## src/rtl/mdio_seq_pkg.sv

```systemverilog
package mdio_seq_pkg;

  localparam int FRAME_W = 32;

  localparam logic [1:0]  START_CODE = 2'b01;
  localparam logic [1:0]  WRITE_OP   = 2'b01;
  localparam logic [1:0]  TURN_WR    = 2'b10;
  localparam logic [4:0]  IND_CTL    = 5'h0D;
  localparam logic [4:0]  IND_DAT    = 5'h0E;
  localparam logic [15:0] CTL_ADDR_M = 16'h001F;
  localparam logic [15:0] CTL_DATA_M = 16'h401F;

  typedef struct packed {
    logic [4:0]  regno;
    logic [15:0] val;
  } mgmt_wr_t;

  // one clause-22 write frame, without preamble
  function automatic logic [FRAME_W-1:0] wr_frame(input logic [4:0] phy,
                                                  input mgmt_wr_t w);
    return {START_CODE, WRITE_OP, phy, w.regno, TURN_WR, w.val};
  endfunction

  // register/value pair for step idx of a request
  function automatic mgmt_wr_t seq_step(input logic ext, input logic [1:0] idx,
                                        input logic [15:0] addr,
                                        input logic [15:0] data);
    mgmt_wr_t w;
    if (!ext) begin
      w = '{regno: addr[4:0], val: data};
    end else begin
      case (idx)
        2'd0:    w = '{regno: IND_CTL, val: CTL_ADDR_M};
        2'd1:    w = '{regno: IND_DAT, val: addr};
        2'd2:    w = '{regno: IND_CTL, val: CTL_DATA_M};
        default: w = '{regno: IND_DAT, val: data};
      endcase
    end
    return w;
  endfunction

endpackage

```

## src/rtl/mdio_clkdiv.sv

```systemverilog
module mdio_clkdiv #(
  parameter int DIV_W = 8
) (
  input  logic             clk,
  input  logic             rst_n,
  input  logic             run,
  input  logic [DIV_W-1:0] div,
  output logic             mdc,
  output logic             fall_tick
);

  logic [DIV_W-1:0] cnt;
  logic             half_end;

  assign half_end  = (cnt == div);
  assign fall_tick = run && mdc && half_end;

  always_ff @(posedge clk or negedge rst_n) begin
    if (!rst_n) begin
      cnt <= '0;
      mdc <= 1'b0;
    end else if (!run) begin
      cnt <= '0;
      mdc <= 1'b0;
    end else if (half_end) begin
      cnt <= '0;
      mdc <= ~mdc;
    end else begin
      cnt <= cnt + 1'b1;
    end
  end

  // the clock is parked low when not running
  assert_mdc_parked_R10: assert property (@(posedge clk) disable iff (!rst_n)
    !$past(run) |-> !mdc);

endmodule

```

## src/rtl/mdio_shifter.sv

```systemverilog
module mdio_shifter #(
  parameter int LEN = 64
) (
  input  logic                     clk,
  input  logic                     rst_n,
  input  logic                     load,
  input  logic [LEN-1:0]           load_val,
  input  logic                     shift,
  output logic                     bit_o,
  output logic                     last,
  output logic [$clog2(LEN)-1:0]   bit_idx
);

  localparam int IDX_W = $clog2(LEN);

  logic [LEN-1:0] sh;

  assign bit_o = sh[LEN-1];
  assign last  = (bit_idx == IDX_W'(LEN-1));

  always_ff @(posedge clk or negedge rst_n) begin
    if (!rst_n) begin
      sh      <= '1;
      bit_idx <= '0;
    end else if (load) begin
      sh      <= load_val;
      bit_idx <= '0;
    end else if (shift) begin
      sh      <= {sh[LEN-2:0], 1'b1};
      bit_idx <= bit_idx + 1'b1;
    end
  end

endmodule

```

## src/rtl/mdio_xwrite_seq.sv

```systemverilog
module mdio_xwrite_seq #(
  parameter int DIV_W    = 8,
  parameter int PRE_BITS = 32
) (
  input  logic             clk,
  input  logic             rst_n,
  input  logic [DIV_W-1:0] div_i,
  input  logic             req_valid,
  input  logic             req_ext,
  input  logic [4:0]       req_phy,
  input  logic [15:0]      req_addr,
  input  logic [15:0]      req_data,
  output logic             busy,
  output logic             done,
  output logic             mdc,
  output logic             mdio_o,
  output logic             mdio_oe
);
  import mdio_seq_pkg::*;

  localparam int LEN   = PRE_BITS + FRAME_W;
  localparam int IDX_W = $clog2(LEN);

  logic [DIV_W-1:0] div_q;
  logic             ext_q;
  logic [4:0]       phy_q;
  logic [15:0]      addr_q, data_q;
  logic [1:0]       step_q;

  // named internal events
  logic             accept, fall_tick, last_bit, frame_end, seq_last, load;
  logic             ser_bit;
  logic [IDX_W-1:0] bit_idx;
  mgmt_wr_t         next_word;
  logic [4:0]       next_phy;
  logic [LEN-1:0]   load_val;

  assign accept    = req_valid && !busy;
  assign frame_end = fall_tick && last_bit;
  assign seq_last  = !ext_q || (step_q == 2'd3);
  assign load      = accept || (frame_end && !seq_last);

  assign next_word = accept ? seq_step(req_ext, 2'd0, req_addr, req_data)
                            : seq_step(ext_q, 2'(step_q + 2'd1), addr_q, data_q);
  assign next_phy  = accept ? req_phy : phy_q;
  assign load_val  = {{PRE_BITS{1'b1}}, wr_frame(next_phy, next_word)};

  always_ff @(posedge clk or negedge rst_n) begin
    if (!rst_n) begin
      busy   <= 1'b0;
      done   <= 1'b0;
      div_q  <= '0;
      ext_q  <= 1'b0;
      phy_q  <= '0;
      addr_q <= '0;
      data_q <= '0;
      step_q <= '0;
    end else begin
      done <= frame_end && seq_last;
      if (accept) begin
        busy   <= 1'b1;
        div_q  <= div_i;
        ext_q  <= req_ext;
        phy_q  <= req_phy;
        addr_q <= req_addr;
        data_q <= req_data;
        step_q <= '0;
      end else if (frame_end) begin
        if (seq_last) busy <= 1'b0;
        else          step_q <= step_q + 2'd1;
      end
    end
  end

  mdio_clkdiv #(.DIV_W(DIV_W)) u_div (
    .clk(clk), .rst_n(rst_n), .run(busy), .div(div_q),
    .mdc(mdc), .fall_tick(fall_tick)
  );

  mdio_shifter #(.LEN(LEN)) u_sh (
    .clk(clk), .rst_n(rst_n), .load(load), .load_val(load_val),
    .shift(fall_tick), .bit_o(ser_bit), .last(last_bit), .bit_idx(bit_idx)
  );

  assign mdio_o  = busy ? ser_bit : 1'b1;
  assign mdio_oe = busy;

  // preamble bits are ones
  assert_preamble_ones_R2: assert property (@(posedge clk) disable iff (!rst_n)
    (busy && bit_idx < IDX_W'(PRE_BITS)) |-> mdio_o);

  // a direct request never leaves its first frame
  assert_direct_single_R4: assert property (@(posedge clk) disable iff (!rst_n)
    (busy && !ext_q) |-> step_q == 2'd0);

  // data moves only with a falling MDC
  assert_mdio_on_fall_R5: assert property (@(posedge clk) disable iff (!rst_n)
    (busy && $past(busy) && !$fell(mdc)) |-> $stable(mdio_o));

  // captured request stays put for the whole sequence
  assert_capture_hold_R8: assert property (@(posedge clk) disable iff (!rst_n)
    (busy && $past(busy)) |-> ($stable(phy_q) && $stable(addr_q) &&
                               $stable(data_q) && $stable(ext_q) && $stable(div_q)));

  // done is a single cycle, after busy, with busy low
  assert_done_pulse_R9: assert property (@(posedge clk) disable iff (!rst_n)
    done |-> (!busy && $past(busy)) ##1 !done);

  // more frames keep the sequence busy
  assert_frames_chain_R3: assert property (@(posedge clk) disable iff (!rst_n)
    (frame_end && !seq_last) |=> busy);

endmodule

```

## config.mk

```make
export PLATFORM = sky130hd
export DESIGN_NAME = mdio_xwrite_seq
export DESIGN_NICKNAME = d
export VERILOG_FILES = /design/src/rtl/mdio_seq_pkg.sv /design/src/rtl/mdio_clkdiv.sv /design/src/rtl/mdio_shifter.sv /design/src/rtl/mdio_xwrite_seq.sv
export SDC_FILE = /design/constraint.sdc
export NUM_CORES = 1
export LEC_CHECK = 0
export ABC_AREA = 1
export BUFFER_PORTS_ARGS = -buffer_cell sky130_fd_sc_hd__buf_2
export CAP_MARGIN = 10
export CORE_MARGIN = 10
export CORE_UTILIZATION = 64
export DETAILED_ROUTE_END_ITERATION = 16
export GPL_TIMING_DRIVEN = 0
export PLACE_DENSITY = 0.85
export SLEW_MARGIN = 20
export SYNTH_ARGS = -nofsm -noshare
export SYNTH_HDL_FRONTEND = slang
export SYNTH_SLANG_ARGS = --single-unit
export TNS_END_PERCENT = 50
```

## constraint.sdc

```tcl
create_clock -name clk -period 3 [get_ports clk]
set_clock_uncertainty 0.2 [all_clocks]
set_input_delay 0.6 -clock clk [delete_from_list [all_inputs] [get_ports clk]]
set_output_delay 0.6 -clock clk [all_outputs]
set_load 0.005 [all_outputs]
```

==> results.py <==
metrics = {
    "status": {
        "status": "finished, final reports clean",
    },
    "yosys": {
        "async_reset_ff_share_pct": 100.0,
        "synth_common_cells": "247 x nand2_1, 109 x nand3_1, 65 x dfrtp_1, 65 x inv_1, 64 x dfstp_2",
        "synthTopCellsByArea": "dfstp_2 26%, dfrtp_1 25%, nand2_1 14%, nand3_1 8.5%, o21ai_0 4.2%",
        "ys_seq_area_share_pct": 51.54,
        "yosys.area.top_type": "dfstp_2",
        "synth.ff_latch_count": 129,
        "synth_area_mm2": 0.006419,
        "ys_warn_count": 0,
        "syn_nets": 845,
        "synth_cell_types": 38,
        "syn_inst": 790,
        "synth_ff_type": "dfrtp_1",
        "avgSynthCellArea_um2": 8.125,
        "synth_top_area_share_pct": 26.20,
        "synth_most_common_cell": "nand2_1",
        "synth_edf_count": 0,
    },
    "critical_path": {
        "critPathKind": "register to primary output",
        "max_stage_delay_ns": 0.44,
        "path_cells": "inv_1 > or2_2 > buf_2",
        "crit_slowest_cell": "dfrtp_1",
        "required_ns": 2.20,
        "worstSetupStartpointType": "register",
        "cp_max_fo": 6,
        "crit_arrival_ns": 1.53,
        "rr_worst_depth": 7,
        "end_kind": "primary output",
    },
    "drt": {
        "viasPerCell": 5.545,
        "wire_per_inst_um": 15.45,
        "finalWirelength_um": 15600,
        "route.met2.wl_um": 7711,
        "wl_met1_um": 6638,
        "vias": 5600,
        "ant_nets": 0,
        "wl_met3_um": 904,
        "drtIter0Drc": 721,
        "drcViolationCount": 0,
        "drtPass1Iterations": 6,
        "route.top_layer_used": "met4",
    },
    "timing": {
        "final-setup-viol-count": 0,
        "slew_headroom_pct": 63.16,
        "period_minus_slack_ns": 2.329,
        "finalHoldWorstSlack_ns": 0.07912,
        "rsz0062_at_grt": "no",
        "worst_slew_pin_slew_ns": 0.5526,
        "hold_violations": 0,
        "tns_ns": 0,
        "fmax_mhz": 429.4,
        "maxSlewViolCount": 0,
        "post-route-period-util_pct": 77.63,
    },
    "pwr": {
        "p_per_area_mw_per_mm2": 614.4,
        "p_int_w": 0.003466,
        "fin_total_pwr_w": 0.004606,
        "p_sw_w": 0.001140,
        "sw_frac_of_total_pct": 24.75,
        "vdd_ir_drop_max_v": 0.0006410,
        "p_leak_nw": 3.568,
        "p_seq_share_pct": 43.4,
        "combPwrFrac_pct": 11.1,
        "clockPowerShare_pct": 45.6,
    },
    "cts": {
        "cts_resized": 0,
        "cts-root-buf": "clkbuf_8",
        "path_clk_slew_ns": 0.06,
        "cts_sinks": 129,
        "cts_tree": "done",
        "cts_buffers": 17,
        "post_cts_buffers": 0,
        "htree_levels": 4,
        "ctsHoldBuffers": 1,
        "clock_latency_ns": 0.53,
        "clockBufferDepth": 2,
    },
    "place": {
        "gp_congestion": 0.8552,
        "dp_hpwl_um": 10890,
        "place_area_mm2": 0.006884,
        "port_buffers": 53,
    },
    "floorplanning": {
        "ios": 54,
        "die_y_um": 120.1,
        "die_area_mm2": 0.01443,
        "core_mm2": 0.009774,
        "initial_core_util_pct": 65.67,
        "die_x_um": 120.1,
        "rows": 36,
    },
    "cells_and_area": {
        "final_cell_area_mm2": 0.007496,
        "area_delta_synth_final_pct": 16.78,
        "final_util_pct": 76.69,
        "nFillCells": 701,
        "diodes": 0,
        "drive_above_1_share_pct": 23.15,
        "nets": 919,
    },
    "grt": {
        "grt_max_degree": 71,
        "grt-ovfl-total": 0,
        "grt_pass1_vias": 5658,
        "antenna_found_initial": 0,
        "grt_use_total_pct": 22.60,
        "grt_pass1_wl_um": 26740,
    },
    "flow_run": {
        "max-cap-violations": 0,
    },
    "min_path": {
        "hold_class": "primary input to register",
        "min_path_cells": 3,
    },
}
## per-layer routing
metal  vias up  GRT usage (%)
met2       204          36.76
li1       2668              -
met4         0          9.125
met3        32          5.579
met5         -              0
met1      2696          28.36
## cell type report
cell class,instances,area [µm²],share of cell area [%]
well taps,133,166.4,2.220
repair buffers,55,309.0,4.123
plain buffers,42,241.5,3.222
inverters,76,286.5,3.822
flip-flops and latches,129,3308,44.13
multi-input cells,543,2582,34.45
clock buffers,27,501.7,6.693
clock inverters,5,100.1,1.335
## critical path, delay by kind of cell (launching register included)
family	cells	cell delay, ns
DFF	1	0.44
and+or+nand+nor	1	0.29
buffers and inverters	2	0.28
## path summary, 6_finish.rpt
| path | from | to | slack, ns |
|---|---|---|---|
| min in group asynchronous | rst_n | div_q[1]$_DFFE_PN0P_ | 0.42 |
| max in group asynchronous | rst_n | u_sh.sh[9]$_DFFE_PN1P_ | 1.40 |
| setup / recovery | busy$_DFFE_PN0P_ | mdio_o | 0.67 |
| setup reg to reg | step_q[0]$_DFFE_PN0P_ | u_sh.sh[5]$_DFFE_PN1P_ | 0.76 |
| hold reg to reg | phy_q[0]$_DFF_PN0_ | phy_q[0]$_DFF_PN0_ | 0.28 |
| hold / removal | div_i[5] | div_q[5]$_DFFE_PN0P_ | 0.08 |
## through the flow
stage	std cells	setup WS, ns
global route	1010	0.6074
CTS	1010	0.6686
detailed placement	977	0.6508
floorplan	790	1.255
finish	1010	0.6712
global placement	976	-0.4236
## cells in the final DEF (no fill, tap or decap), types with 2 or more instances in the layout
| cell | n |
|---|---|
| dfrtp_1 | 65 |
| buf_6 | 8 |
| dfstp_2 | 64 |
| clkinv_2 | 3 |
| buf_2 | 67 |
| nor2_1 | 43 |
| nand2_2 | 3 |
| clkbuf_8 | 6 |
| clkbuf_1 | 18 |
| a21oi_1 | 9 |
| bufinv_16 | 3 |
| inv_1 | 65 |
| nor2_2 | 9 |
| ha_1 | 6 |
| clkbuf_16 | 16 |
| inv_2 | 9 |
| o21ai_0 | 54 |
| xor2_1 | 2 |
| nand4_1 | 2 |
| o221ai_1 | 10 |
| nand2_1 | 247 |
| nand3_1 | 109 |
| buf_4 | 3 |
| buf_1 | 3 |
| or2_0 | 26 |
| nand2_4 | 2 |
| nand3_2 | 3 |
| o211ai_1 | 4 |
| nor3_1 | 2 |
| nor3b_1 | 3 |
## flip-flops by register name, summed over array words and instances (netlist names)
register / cells
u_div.mdc: 1
u_div.cnt: 8
data_q: 16
step_q: 2
done: 1
busy: 1
div_q: 8
phy_q: 5
addr_q: 16
u_sh.sh: 64
u_sh.bit_idx: 6
ext_q: 1
## cells by family after synthesis
family                     count (synthesis)  synth area share [%]
buffers and inverters                    118                 8.226
and+or+nand+nor                          454                 31.54
DFF                                      129                 51.54
xor gates and xnor gates                   2                0.2730
AOI/OAI and AO/OA                         81                 7.252
adders and majority gates                  6                 1.170
## power groups by stage
stage          Sequential (W)  Combinational [W]  Clock (W)
2_1_floorplan         0.00199           0.000349          0
3_3_place_gp          0.00201           0.000477          0
3_5_place_dp          0.00202           0.000504          0
4_1_cts               0.00199           0.000513    0.00211
5_1_grt               0.00201           0.000594    0.00220
6_report              0.00200           0.000510    0.00210
Power figures use the tool's default switching activity.
